--- config.mk ---
export PLATFORM = sky130hd
export DESIGN_NAME = ifetch_unit
export DESIGN_NICKNAME = d
export VERILOG_FILES = /design/src/rtl/ifu_pkg.sv /design/src/rtl/ifu_fault_chk.sv /design/src/rtl/ifu_parcel_fetch.sv /design/src/rtl/ifu_assemble.sv /design/src/rtl/ifetch_unit.sv
export SDC_FILE = /design/constraint.sdc
export NUM_CORES = 1
export LEC_CHECK = 0
export CORE_MARGIN = 2
export CORE_UTILIZATION = 63
export CTS_CLUSTER_SIZE = 14
export DETAILED_ROUTE_END_ITERATION = 10
export DONT_BUFFER_PORTS = 1
export PLACE_DENSITY = 0.83
export SYNTH_ARGS = -nofsm -noshare
export SYNTH_HDL_FRONTEND = slang
export SYNTH_SLANG_ARGS = --single-unit
--- constraint.sdc ---
create_clock -name clk_i -period 4 [get_ports clk_i]
set_input_delay 1.2 -clock clk_i [delete_from_list [all_inputs] [get_ports clk_i]]
set_output_delay 1.2 -clock clk_i [all_outputs]
set_load 0.01 [all_outputs]
--- src/rtl/ifu_pkg.sv ---
package ifu_pkg;
  localparam int PARCEL_W = 16;
  localparam int INSN_W   = 32;

  typedef enum logic [3:0] {
    TRAP_FETCH_MISALIGN = 4'd0,
    TRAP_FETCH_ACCESS   = 4'd1
  } trap_code_e;
endpackage

--- src/rtl/ifu_fault_chk.sv ---
module ifu_fault_chk
  import ifu_pkg::*;
#(
  parameter int ADDR_W    = 16,
  parameter int MEM_BYTES = 64
) (
  input  logic [ADDR_W-1:0] addr_i,
  input  logic              rvc_en_i,
  output logic              fault_o,
  output trap_code_e        code_o
);
  localparam logic [ADDR_W:0] LIMIT = (ADDR_W+1)'(MEM_BYTES);

  logic            misalign;
  logic            out_of_range;
  logic [ADDR_W:0] start_w;
  logic [ADDR_W:0] end_w;

  always_comb begin
    misalign     = rvc_en_i ? addr_i[0] : |addr_i[1:0];
    start_w      = {1'b0, addr_i};
    end_w        = start_w + (rvc_en_i ? (ADDR_W+1)'(2) : (ADDR_W+1)'(4));
    out_of_range = (start_w >= LIMIT) || (end_w > LIMIT);
    fault_o      = misalign || out_of_range;
    // alignment takes precedence over bounds
    code_o       = misalign ? TRAP_FETCH_MISALIGN : TRAP_FETCH_ACCESS;
  end
endmodule

--- src/rtl/ifu_parcel_fetch.sv ---
module ifu_parcel_fetch
  import ifu_pkg::*;
#(
  parameter int ADDR_W    = 16,
  parameter int MEM_BYTES = 64
) (
  input  logic                req_i,
  input  logic [ADDR_W-2:0]   pidx_i,
  output logic                lo_rd_en_o,
  output logic [ADDR_W-2:0]   lo_addr_o,
  input  logic [PARCEL_W-1:0] lo_data_i,
  output logic                hi_rd_en_o,
  output logic [ADDR_W-2:0]   hi_addr_o,
  input  logic [PARCEL_W-1:0] hi_data_i,
  output logic [PARCEL_W-1:0] lo_o,
  output logic [PARCEL_W-1:0] hi_o
);
  localparam int              PA_W        = ADDR_W - 1;
  localparam int              NUM_PARCELS = MEM_BYTES / 2;
  localparam logic [PA_W:0]   NP_W        = (PA_W+1)'(NUM_PARCELS);

  logic [PA_W-1:0]     idx   [2];
  logic                rd_en [2];
  logic [PARCEL_W-1:0] din   [2];
  logic [PARCEL_W-1:0] dout  [2];

  assign din[0] = lo_data_i;
  assign din[1] = hi_data_i;

  for (genvar g = 0; g < 2; g++) begin : g_parcel
    logic [PA_W:0] idx_w;
    always_comb begin
      // one extra bit so the high index cannot wrap back into memory
      idx_w    = {1'b0, pidx_i} + (PA_W+1)'(g);
      idx[g]   = idx_w[PA_W-1:0];
      rd_en[g] = req_i && (idx_w < NP_W);
      dout[g]  = rd_en[g] ? din[g] : '0;
    end
  end

  assign lo_addr_o  = idx[0];
  assign hi_addr_o  = idx[1];
  assign lo_rd_en_o = rd_en[0];
  assign hi_rd_en_o = rd_en[1];
  assign lo_o       = dout[0];
  assign hi_o       = dout[1];
endmodule

--- src/rtl/ifu_assemble.sv ---
module ifu_assemble
  import ifu_pkg::*;
(
  input  logic [PARCEL_W-1:0] lo_i,
  input  logic [PARCEL_W-1:0] hi_i,
  output logic [INSN_W-1:0]   insn_o,
  output logic                is_rvc_o
);
  always_comb begin
    is_rvc_o = (lo_i[1:0] != 2'b11);
    insn_o   = is_rvc_o ? {{(INSN_W-PARCEL_W){1'b0}}, lo_i} : {hi_i, lo_i};
  end
endmodule

--- src/rtl/ifetch_unit.sv ---
module ifetch_unit
  import ifu_pkg::*;
#(
  parameter int ADDR_W    = 16,
  parameter int MEM_BYTES = 64
) (
  input  logic                clk_i,
  input  logic                rst_ni,
  input  logic                req_i,
  input  logic [ADDR_W-1:0]   addr_i,
  input  logic                rvc_en_i,
  output logic                lo_rd_en_o,
  output logic [ADDR_W-2:0]   lo_addr_o,
  input  logic [PARCEL_W-1:0] lo_data_i,
  output logic                hi_rd_en_o,
  output logic [ADDR_W-2:0]   hi_addr_o,
  input  logic [PARCEL_W-1:0] hi_data_i,
  output logic                valid_o,
  output logic [INSN_W-1:0]   insn_o,
  output logic                is_rvc_o,
  output logic                trap_o,
  output logic [3:0]          trap_code_o,
  output logic [ADDR_W-1:0]   badvaddr_o
);
  logic                fault;
  trap_code_e          code;
  logic [PARCEL_W-1:0] lo_par;
  logic [PARCEL_W-1:0] hi_par;
  logic [INSN_W-1:0]   insn_d;
  logic                is_rvc_d;

  ifu_fault_chk #(.ADDR_W(ADDR_W), .MEM_BYTES(MEM_BYTES)) u_fault (
    .addr_i   (addr_i),
    .rvc_en_i (rvc_en_i),
    .fault_o  (fault),
    .code_o   (code)
  );

  ifu_parcel_fetch #(.ADDR_W(ADDR_W), .MEM_BYTES(MEM_BYTES)) u_parcel (
    .req_i      (req_i),
    .pidx_i     (addr_i[ADDR_W-1:1]),
    .lo_rd_en_o (lo_rd_en_o),
    .lo_addr_o  (lo_addr_o),
    .lo_data_i  (lo_data_i),
    .hi_rd_en_o (hi_rd_en_o),
    .hi_addr_o  (hi_addr_o),
    .hi_data_i  (hi_data_i),
    .lo_o       (lo_par),
    .hi_o       (hi_par)
  );

  ifu_assemble u_asm (
    .lo_i     (lo_par),
    .hi_i     (hi_par),
    .insn_o   (insn_d),
    .is_rvc_o (is_rvc_d)
  );

  always_ff @(posedge clk_i or negedge rst_ni) begin
    if (!rst_ni) begin
      valid_o     <= 1'b0;
      trap_o      <= 1'b0;
      insn_o      <= '0;
      is_rvc_o    <= 1'b0;
      trap_code_o <= '0;
      badvaddr_o  <= '0;
    end else begin
      valid_o <= req_i && !fault;
      trap_o  <= req_i && fault;
      if (req_i) begin
        insn_o   <= fault ? '0 : insn_d;
        is_rvc_o <= !fault && is_rvc_d;
        if (fault) begin
          trap_code_o <= code;
          badvaddr_o  <= addr_i;
        end
      end
    end
  end
endmodule

==> out/qor.yml, run 1 <==
layout:
  fillers: 342
  seq_area_mm2: 0.00130
  antenna_cells: 0
  syn_to_final_growth_pct: -3.04
  final_common_cell: "dfrtp_1"
  nets: 271
  layout-drive-gt1-share_pct: 19.9
  final_cell_area_mm2: 0.00268
  utilization_pct: 62.3
  mostFrequentLayoutCells: "52 x dfrtp_1, 27 x a22o_1, 13 x nand2_1, 13 x nor2_1, 10 x o21ai_0"
  multi_input_area_mm2: 0.00115
place:
  dp_hpwl_um: 3930
  dpl_cell_area_mm2: 0.00256
  port-buffer-count: 0
  gp_congestion: 0.801
detailed_routing:
  ant_nets: 0
  wl_um: 5300
  via_per_inst: 6.33
  wire_per_inst_um: 19.8
  drc: 0
  first_iter_violations: 97
  dr.pass1.iters: 5
  vias: 1697
global_routing:
  grt_max_degree: 53
  grt_antenna_before_repair: 0
  grt.total_usage_pct: 21.7
  grt_pass1_vias: 1682
  grt_pass1_wl_um: 8400
  grt.overflow.total: 0
job:
  drv_cap: 0
sta:
  rsz0062_at_grt: "no"
  finalHoldViolCount: 0
  setup_violations: 0
  hold_ws_ns: 0.580
  drv_slew: 0
  fmax_mhz: 268
  fin_crit_ns: 3.73
  min_period_over_period_pct: 93.2
  fin_tns_setup_ns: 0
  finalClockSkew_ns: 0
synthesis:
  avgSynthCellArea_um2: 11.5
  yosysTopAreaCell: "dfrtp_1"
  synth.distinct_cells: 45
  ys_seq_area_share_pct: 47.1
  synth_cells: 240
  synth_top_area_share_pct: 47.1
  syn-cell-area_mm2: 0.00276
  synthTopCellsByArea: "dfrtp_1 47%, a22o_1 8.6%, buf_4 5.2%, buf_6 3.3%, mux2_2 3.3%"
  ys_ff_latch: 52
  ys_warn_count: 0
floorplan:
  initial_core_util_pct: 64.3
  pin_count: 139
  die-area_mm2: 0.00493
  fp.dieW_um: 70.2
  rows: 24
  die_y_um: 70.2
  core_area_mm2: 0.00429
critical_path:
  critPathMaxFanout: 7
  r2r_cells: 1
  crit_chain: "ha_1 > nand2_1 > nor2_1 > nand2_1 > mux2_2 > o22ai_1 > and3_1"
  critPathLaunchType: "input port"
  max_stage_delay_ns: 0.29
  cpMostUsedCell: "nand2_1"
  worstSetupEndpointType: "output port"
  r2r-end: "insn_o[31]"
  cpMaxStageDelayCell: "mux2_2"
  worstSetupPathType: "input port to output port"
  cp.required_ns: 2.80
  worstPathArrival_ns: 2.53
  r2r_setup_slack_ns: 3.17
  reg2reg_from: "insn_o[31]"
clocking:
  ctsHoldBuffers: 0
  cts_made_buffers: 5
  clockRootBuffer: "clkbuf_8"
  insertion_delay_ns: 0.29
  cts.repair.resized: 0
  post_cts_buffers: 0
  cts_sinks: 52
  clock_tree.htree_level_count: 2
  cts_max_path_buffers: 2
  cts_tree: "built"
  clk_pin_slew_ns: 0.09
status:
  outcome: "complete, no violations"
power:
  fin_total_pwr_uw: 993
  peakVddDrop_uv: 224
  power.static_leakage_nw: 1.21
  power_density_mw_per_mm2: 371
hold_path:
  hp-class: "input port to async pin"
[cells by family after synthesis]
group | synth area share (%)
AO/OA/AOI/OAI | 16.5
AND/OR/NAND/NOR | 11.2
flip-flops | 47.1
buffers and inverters | 11.3
XOR/XNOR | 5.08
multiplexers | 6.53
adder cells (fa/ha/maj) | 2.09
other | 0.136
[routing by layer]
layer | wire length (um) | up-vias | track usage [%] | part of all wire (%)
met5 | 0 | - | 0 | 0
met1 | 2200 | 815 | 28.5 | 42
met4 | 67 | 0 | 6.20 | 1.3
li1 | - | 782 | - | -
met2 | 2560 | 93 | 34.4 | 48
met3 | 461 | 7 | 7.36 | 8.7
[registers in the layout (all words and copies together), names as in the netlist]
name         cells
trap_code_o      1
valid_o          1
badvaddr_o      16
trap_o           1
is_rvc_o         1
insn_o          32
[how the worst max path moves through the flow]
| stage | slack [ns] | endpoint | depth (start not counted) | startpoint |
|---|---|---|---|---|
| 6_report | 0.27 | hi_rd_en_o | 7 | addr_i[1] |
| 5_1_grt | 0.14 | hi_rd_en_o | 7 | addr_i[1] |
| 3_3_place_gp | 0.37 | hi_rd_en_o | 6 | addr_i[3] |
| 3_5_place_dp | 0.29 | hi_rd_en_o | 7 | addr_i[1] |
| 2_1_floorplan | 0.25 | hi_rd_en_o | 7 | addr_i[3] |
| 4_1_cts | 0.29 | hi_rd_en_o | 7 | addr_i[1] |
[synthesized netlist by cell type (all sizes together)]
cell / n
nor3: 4
and4: 1
o211ai: 1
o21ai: 11
nand4: 3
fa: 1
o2111ai: 1
buf: 32
xnor2: 9
clkbuf: 4
a21oi: 2
nand3: 10
inv: 7
nand2: 13
a2111oi: 1
a311o: 1
nor3b: 1
o22ai: 2
o31ai: 1
clkinv: 1
and2: 2
ha: 3
a22o: 34
nor4: 3
o21a: 1
and3: 1
or2: 2
xor2: 7
conb: 1
mux2: 14
dfrtp: 52
nor2: 13
nand2b: 1
[layout make-up]
class	count	area share [%]
clock buffer	6	2.71
clock inverter	2	1.45
inverter	8	1.12
multi-input combinational	146	43.1
sequential	52	48.6
tap	52	2.43
timing repair buffer	2	0.561
[critical path, delay by kind of cell]
kind	cells	cell delay (ns)
simple gates	4	0.66
mux	1	0.29
fa+ha+maj	1	0.25
compound gates	1	0.13
[stage by stage]
step                      setup slack [ns]  std cells
after detailed placement             0.293        260
after global routing                 0.144        268
after global placement               0.365        260
after CTS                            0.293        268
final                                0.273        268
after floorplan                      0.254        242
[where the power goes]
group / internal (mW) / switching (mW) / total (mW)
Sequential: 0.543 / 0.0205 / 0.563
Combinational: 0.0366 / 0.0415 / 0.0781
Clock: 0.189 / 0.163 / 0.352
Total: 0.768 / 0.225 / 0.993
Note: power is estimated with default switching activity, not from simulation.
==> inputs of run 2 (changes only) <==
--- a/config.mk
+++ b/config.mk
@@ -6,11 +6,11 @@
 export NUM_CORES = 1
 export LEC_CHECK = 0
 export CORE_MARGIN = 2
-export CORE_UTILIZATION = 63
+export CORE_UTILIZATION = 53
 export CTS_CLUSTER_SIZE = 14
 export DETAILED_ROUTE_END_ITERATION = 10
 export DONT_BUFFER_PORTS = 1
-export PLACE_DENSITY = 0.83
+export PLACE_DENSITY = 0.72
 export SYNTH_ARGS = -nofsm -noshare
 export SYNTH_HDL_FRONTEND = slang
 export SYNTH_SLANG_ARGS = --single-unit
==> run 2 against run 1 <==
Against the previous run: sequential cell count unchanged; non-clock buffer count unchanged; maximum frequency up 0.75%; power up 5.7%; core utilization down 8.8 points; sequential power about the same; setup slack better by 0.028 ns; worst hold slack better by 0.0026 ns; combinational power about the same; wire length up 3.7%; critical path type unchanged.
==> out/qor.yml, run 2 (synthesis results as in run 1) <==
place:
  placedCellCount: 278
  gp_congestion: 0.868
  port-buffer-count: 0
  dp_hpwl_um: 3930
  place_ws_ns: 0.284
sta:
  fmax_mhz: 270
  finalHoldViolCount: 0
  drv_slew: 0
  setup_violations: 0
  fin_tns_setup_ns: 0
  rsz0062_at_grt: "no"
  worstMarginPinSlew_ns: 0.497
  min_period_over_period_pct: 92.5
  maxSlewHeadroom_pct: 66.7
  finalClockSkew_ns: 0
  fin_crit_ns: 3.70
  finalWorstSetupSlack_ns: 0.301
power:
  power_density_mw_per_mm2: 386
  power.static_leakage_nw: 1.22
  peakVddDrop_uv: 207
  pwr-share-seq_pct: 53.7
  swShare_pct: 21.4
  p_int_uw: 825
  clockPowerShare_pct: 38.9
  power_frac_comb_pct: 7.5
  fin_total_pwr_mw: 1.05
  power.switching_uw: 224
global_routing:
  grt_max_degree: 53
  grt.overflow.total: 0
  grt_pass1_wl_um: 8890
  grt_antenna_before_repair: 0
  grt.total_usage_pct: 18.8
  grt_pass1_vias: 1656
clocking:
  cts_tree: "built"
  post_cts_buffers: 0
  cts.repair.resized: 0
  clockRootBuffer: "clkbuf_8"
  cts_max_path_buffers: 2
  clock_tree.htree_level_count: 2
  clk_pin_slew_ns: 0.09
  cts_made_buffers: 5
  insertion_delay_ns: 0.29
  cts_sinks: 52
  ctsHoldBuffers: 0
layout:
  stdcell_count: 285
  antenna_cells: 0
  top_register: "insn_o"
  top_regs: "insn_o x32, badvaddr_o x16"
  syn_to_final_growth_pct: -1.59
  largest_register_ffs: 32
  nets: 271
  fillers: 465
  mostFrequentLayoutCells: "52 x dfrtp_1, 27 x a22o_1, 13 x nand2_1, 13 x nor2_1, 10 x o21ai_0"
  final_common_cell: "dfrtp_1"
  layout-drive-gt1-share_pct: 20.0
critical_path:
  r2r_setup_slack_ns: 3.18
  critPathLaunchType: "input port"
  worstPathArrival_ns: 2.50
  cp.required_ns: 2.80
  r2r-end: "badvaddr_o[3]"
  worstSetupPathType: "input port to output port"
  reg2reg_from: "badvaddr_o[3]"
  critPathMaxFanout: 7
  r2r_cells: 1
  worstSetupEndpointType: "output port"
detailed_routing:
  wl_um: 5490
  vias: 1713
  via_per_inst: 6.01
  dr.pass1.iters: 5
  ant_nets: 0
  wire_per_inst_um: 19.3
  first_iter_violations: 33
  drc: 0
floorplan:
  die-area_mm2: 0.00580
  pin_count: 139
  die_y_um: 76.2
  core_area_mm2: 0.00507
  rows: 26
  initial_core_util_pct: 54.4
  fp.dieW_um: 76.2
status:
  outcome: "complete, no violations"
job:
  drv_cap: 0
hold_path:
  hold_path_depth: 1
  min_to: "insn_o[10]"
  hp-class: "register to register"
  hold_start: "insn_o[10]"
## run 2: changes by cell type in the layout (fill, tap and decap cells not counted), sizes merged
cell	delta
bufinv	+1
clkbuf	-1
inv	-1
## run 2: power groups by stage
| stage | combinational [mW] | sequential [mW] | clock [mW] |
|---|---|---|---|
| 6_report | 0.0782 | 0.563 | 0.408 |
| 2_1_floorplan | 0.105 | 0.570 | 0 |
| 3_5_place_dp | 0.0781 | 0.574 | 0 |
| 5_1_grt | 0.0861 | 0.566 | 0.439 |
| 3_3_place_gp | 0.0775 | 0.574 | 0 |
| 4_1_cts | 0.0787 | 0.564 | 0.421 |
## run 2: worst max-delay path by stage
stage	start	end	slack, ns
final	addr_i[1]	hi_rd_en_o	0.30
after global routing	addr_i[1]	hi_rd_en_o	0.10
after CTS	addr_i[1]	hi_rd_en_o	0.29
after detailed placement	addr_i[1]	hi_rd_en_o	0.28
after global placement	addr_i[1]	hi_rd_en_o	0.33
after floorplan	addr_i[3]	hi_rd_en_o	0.25
## run 2: cell type report
type | count | area (um2) | share of cell area [%]
Sequential cell | 52 | 1300 | 47.9
Multi-Input combinational cell | 146 | 1150 | 42.5
Tap cell | 70 | 87.6 | 3.22
Clock buffer | 5 | 68.8 | 2.53
Clock inverter | 2 | 60.1 | 2.21
Inverter | 8 | 30.0 | 1.11
Timing Repair Buffer | 2 | 15.0 | 0.553
## run 2: through the flow
stage / hold WS, ns / area, um2 / utilization (%)
after floorplan: 0.539 / 2770 / -
after CTS: 0.576 / 2720 / 53.5
after global placement: 0.562 / 2590 / 51.0
after detailed placement: 0.567 / 2590 / 51.0
after global routing: 0.565 / 2720 / 53.5
final: 0.583 / 2720 / 53.5
## run 2: layer usage
metal	track usage [%]	part of all wire, %	up-vias
li1	-	-	775
met1	25.7	42	836
met2	28.8	47	96
met3	6.87	10	6
met4	4.18	0.80	0
met5	0	0	-
## run 2: critical path, stage by stage
cell and delay (ns):
ha_1 0.25, nand2_1 0.11, nor2_1 0.18, nand2_1 0.13, mux2_2 0.28, o22ai_1 0.11
and3_1 0.23
==> inputs of run 3 (changes only) <==
--- a/config.mk
+++ b/config.mk
@@ -7,6 +7,7 @@
 export LEC_CHECK = 0
 export CORE_MARGIN = 2
 export CORE_UTILIZATION = 53
+export CTS_BUF_LIST = sky130_fd_sc_hd__clkbuf_4
 export CTS_CLUSTER_SIZE = 14
 export DETAILED_ROUTE_END_ITERATION = 10
 export DONT_BUFFER_PORTS = 1
==> run 3 against run 2 <==
Against the previous run: sequential share of layout area is 0.56 points higher; clock skew stayed put; setup slack better by 0.010 ns; via count is 0.12% higher; critical path depth stayed put; core utilization is 0.62 points lower; first-iteration DRC count is 64% higher; clock power is 15% lower; design area is 1.2% lower; final cell count stayed put; critical endpoint unchanged; largest power group unchanged; highest routed layer unchanged.
==> out/qor.yml, run 3 (synthesis results as in run 1) <==
sta:
  rsz0062_at_grt: "no"
  worstMarginPinSlew_ns: 0.501
  min_period_over_period_pct: 92.2
  fin_tns_setup_ns: 0
  finalWorstSetupSlack_ns: 0.311
  maxSlewHeadroom_pct: 66.4
  fmax_mhz: 271
  finalClockSkew_ns: 0
  drv_slew: 0
  fin_crit_ns: 3.69
  finalHoldViolCount: 0
  setup_violations: 0
place:
  gp_congestion: 0.868
  place_ws_ns: 0.284
  dpl_cell_area_mm2: 0.00259
  port-buffer-count: 0
  placedCellCount: 278
  dp_hpwl_um: 3930
clocking:
  cts_made_buffers: 5
  post_cts_buffers: 0
  clock_tree.htree_level_count: 2
  cts_tree: "built"
  cts.repair.resized: 0
  cts_max_path_buffers: 2
  insertion_delay_ns: 0.36
  clockRootBuffer: "clkbuf_4"
  clk_pin_slew_ns: 0.14
  ctsHoldBuffers: 0
  cts_sinks: 52
global_routing:
  grt.overflow.total: 0
  grt.total_usage_pct: 18.8
  grt_pass1_wl_um: 8870
  grt_antenna_before_repair: 0
  grt_pass1_vias: 1651
  grt_max_degree: 53
floorplan:
  die-area_mm2: 0.00580
  fp.dieW_um: 76.2
  die_y_um: 76.2
  rows: 26
  core_area_mm2: 0.00507
  initial_core_util_pct: 54.4
  pin_count: 139
critical_path:
  r2r-end: "badvaddr_o[3]"
  cpMostUsedCell: "nand2_1"
  crit_start: "addr_i[1]"
  r2r_cells: 1
  path_delay_family: "simple AND/OR/NAND/NOR gates"
  worstSetupEndpointType: "output port"
  cp.required_ns: 2.80
  worstPathArrival_ns: 2.49
  reg2reg_from: "badvaddr_o[3]"
  critPathMaxFanout: 7
  max_stage_delay_ns: 0.28
  critical_path_cell_count: 7
  critical_path_buf_inv_count: 0
  crit_chain: "ha_1 > nand2_1 > nor2_1 > nand2_1 > mux2_2 > o22ai_1 > and3_1"
  cpMaxStageDelayCell: "mux2_2"
  critPathLaunchType: "input port"
  endpoint: "hi_rd_en_o"
  worstSetupPathType: "input port to output port"
  r2r_setup_slack_ns: 3.17
detailed_routing:
  via_per_inst: 6.02
  wl_um: 5500
  first_iter_violations: 54
  ant_nets: 0
  wire_per_inst_um: 19.3
  dr.pass1.iters: 4
  drc: 0
  vias: 1715
layout:
  mostFrequentLayoutCells: "52 x dfrtp_1, 27 x a22o_1, 13 x nand2_1, 13 x nor2_1, 10 x o21ai_0"
  top_regs: "insn_o x32, badvaddr_o x16"
  antenna_cells: 0
  seq_area_mm2: 0.00130
  nets: 271
  final_cell_area_mm2: 0.00269
  top_register: "insn_o"
  stdcell_count: 285
  layout-drive-gt1-share_pct: 20.0
  multi_input_area_mm2: 0.00115
  largest_register_ffs: 32
  final_common_cell: "dfrtp_1"
  syn_to_final_growth_pct: -2.72
  fillers: 466
power:
  power_density_mw_per_mm2: 368
  peakVddDrop_uv: 164
  power.static_leakage_nw: 1.20
status:
  outcome: "complete, no violations"
job:
  drv_cap: 0
hold_path:
  hp-class: "input port to async pin"
==> run 3: where the power goes <==
part           total [mW]  switching, mW  internal, mW
registers           0.563         0.0204         0.543
logic              0.0781         0.0417        0.0365
clock network       0.347          0.155         0.191
==> run 3: routing by layer <==
layer / vias to the layer above / routed length [um] / global-route usage, %
li1: 776 / - / -
met2: 95 / 2540 / 29.1
met5: - / 0 / 0
met1: 838 / 2330 / 25.2
met3: 6 / 578 / 7.23
met4: 0 / 50 / 4.73
==> run 3: how the worst min path moves through the flow <==
stage                     endpoint  slack [ns]  depth (start not counted)
floorplan            badvaddr_o[0]        0.54                          2
global placement        insn_o[18]        0.56                          1
detailed placement       insn_o[3]        0.57                          1
CTS                 badvaddr_o[10]        0.49                          0
global route            insn_o[26]        0.47                          0
finish               badvaddr_o[3]        0.51                          0
==> run 3: through the flow <==
stage          util [%]  power [mW]  hold slack [ns]
2_1_floorplan         -       0.674            0.539
3_3_place_gp       51.0       0.651            0.562
3_5_place_dp       51.0       0.652            0.567
4_1_cts            52.9        1.00            0.488
5_1_grt            52.9        1.03            0.471
6_report           52.9       0.988            0.515
==> run 3: cell type report <==
cell class / instances / share of cell area [%]
Sequential cell: 52 / 48.5
Multi-Input combinational cell: 146 / 43.0
Tap cell: 70 / 3.26
Clock inverter: 2 / 2.24
Clock buffer: 5 / 1.40
Inverter: 8 / 1.12
Timing Repair Buffer: 2 / 0.559
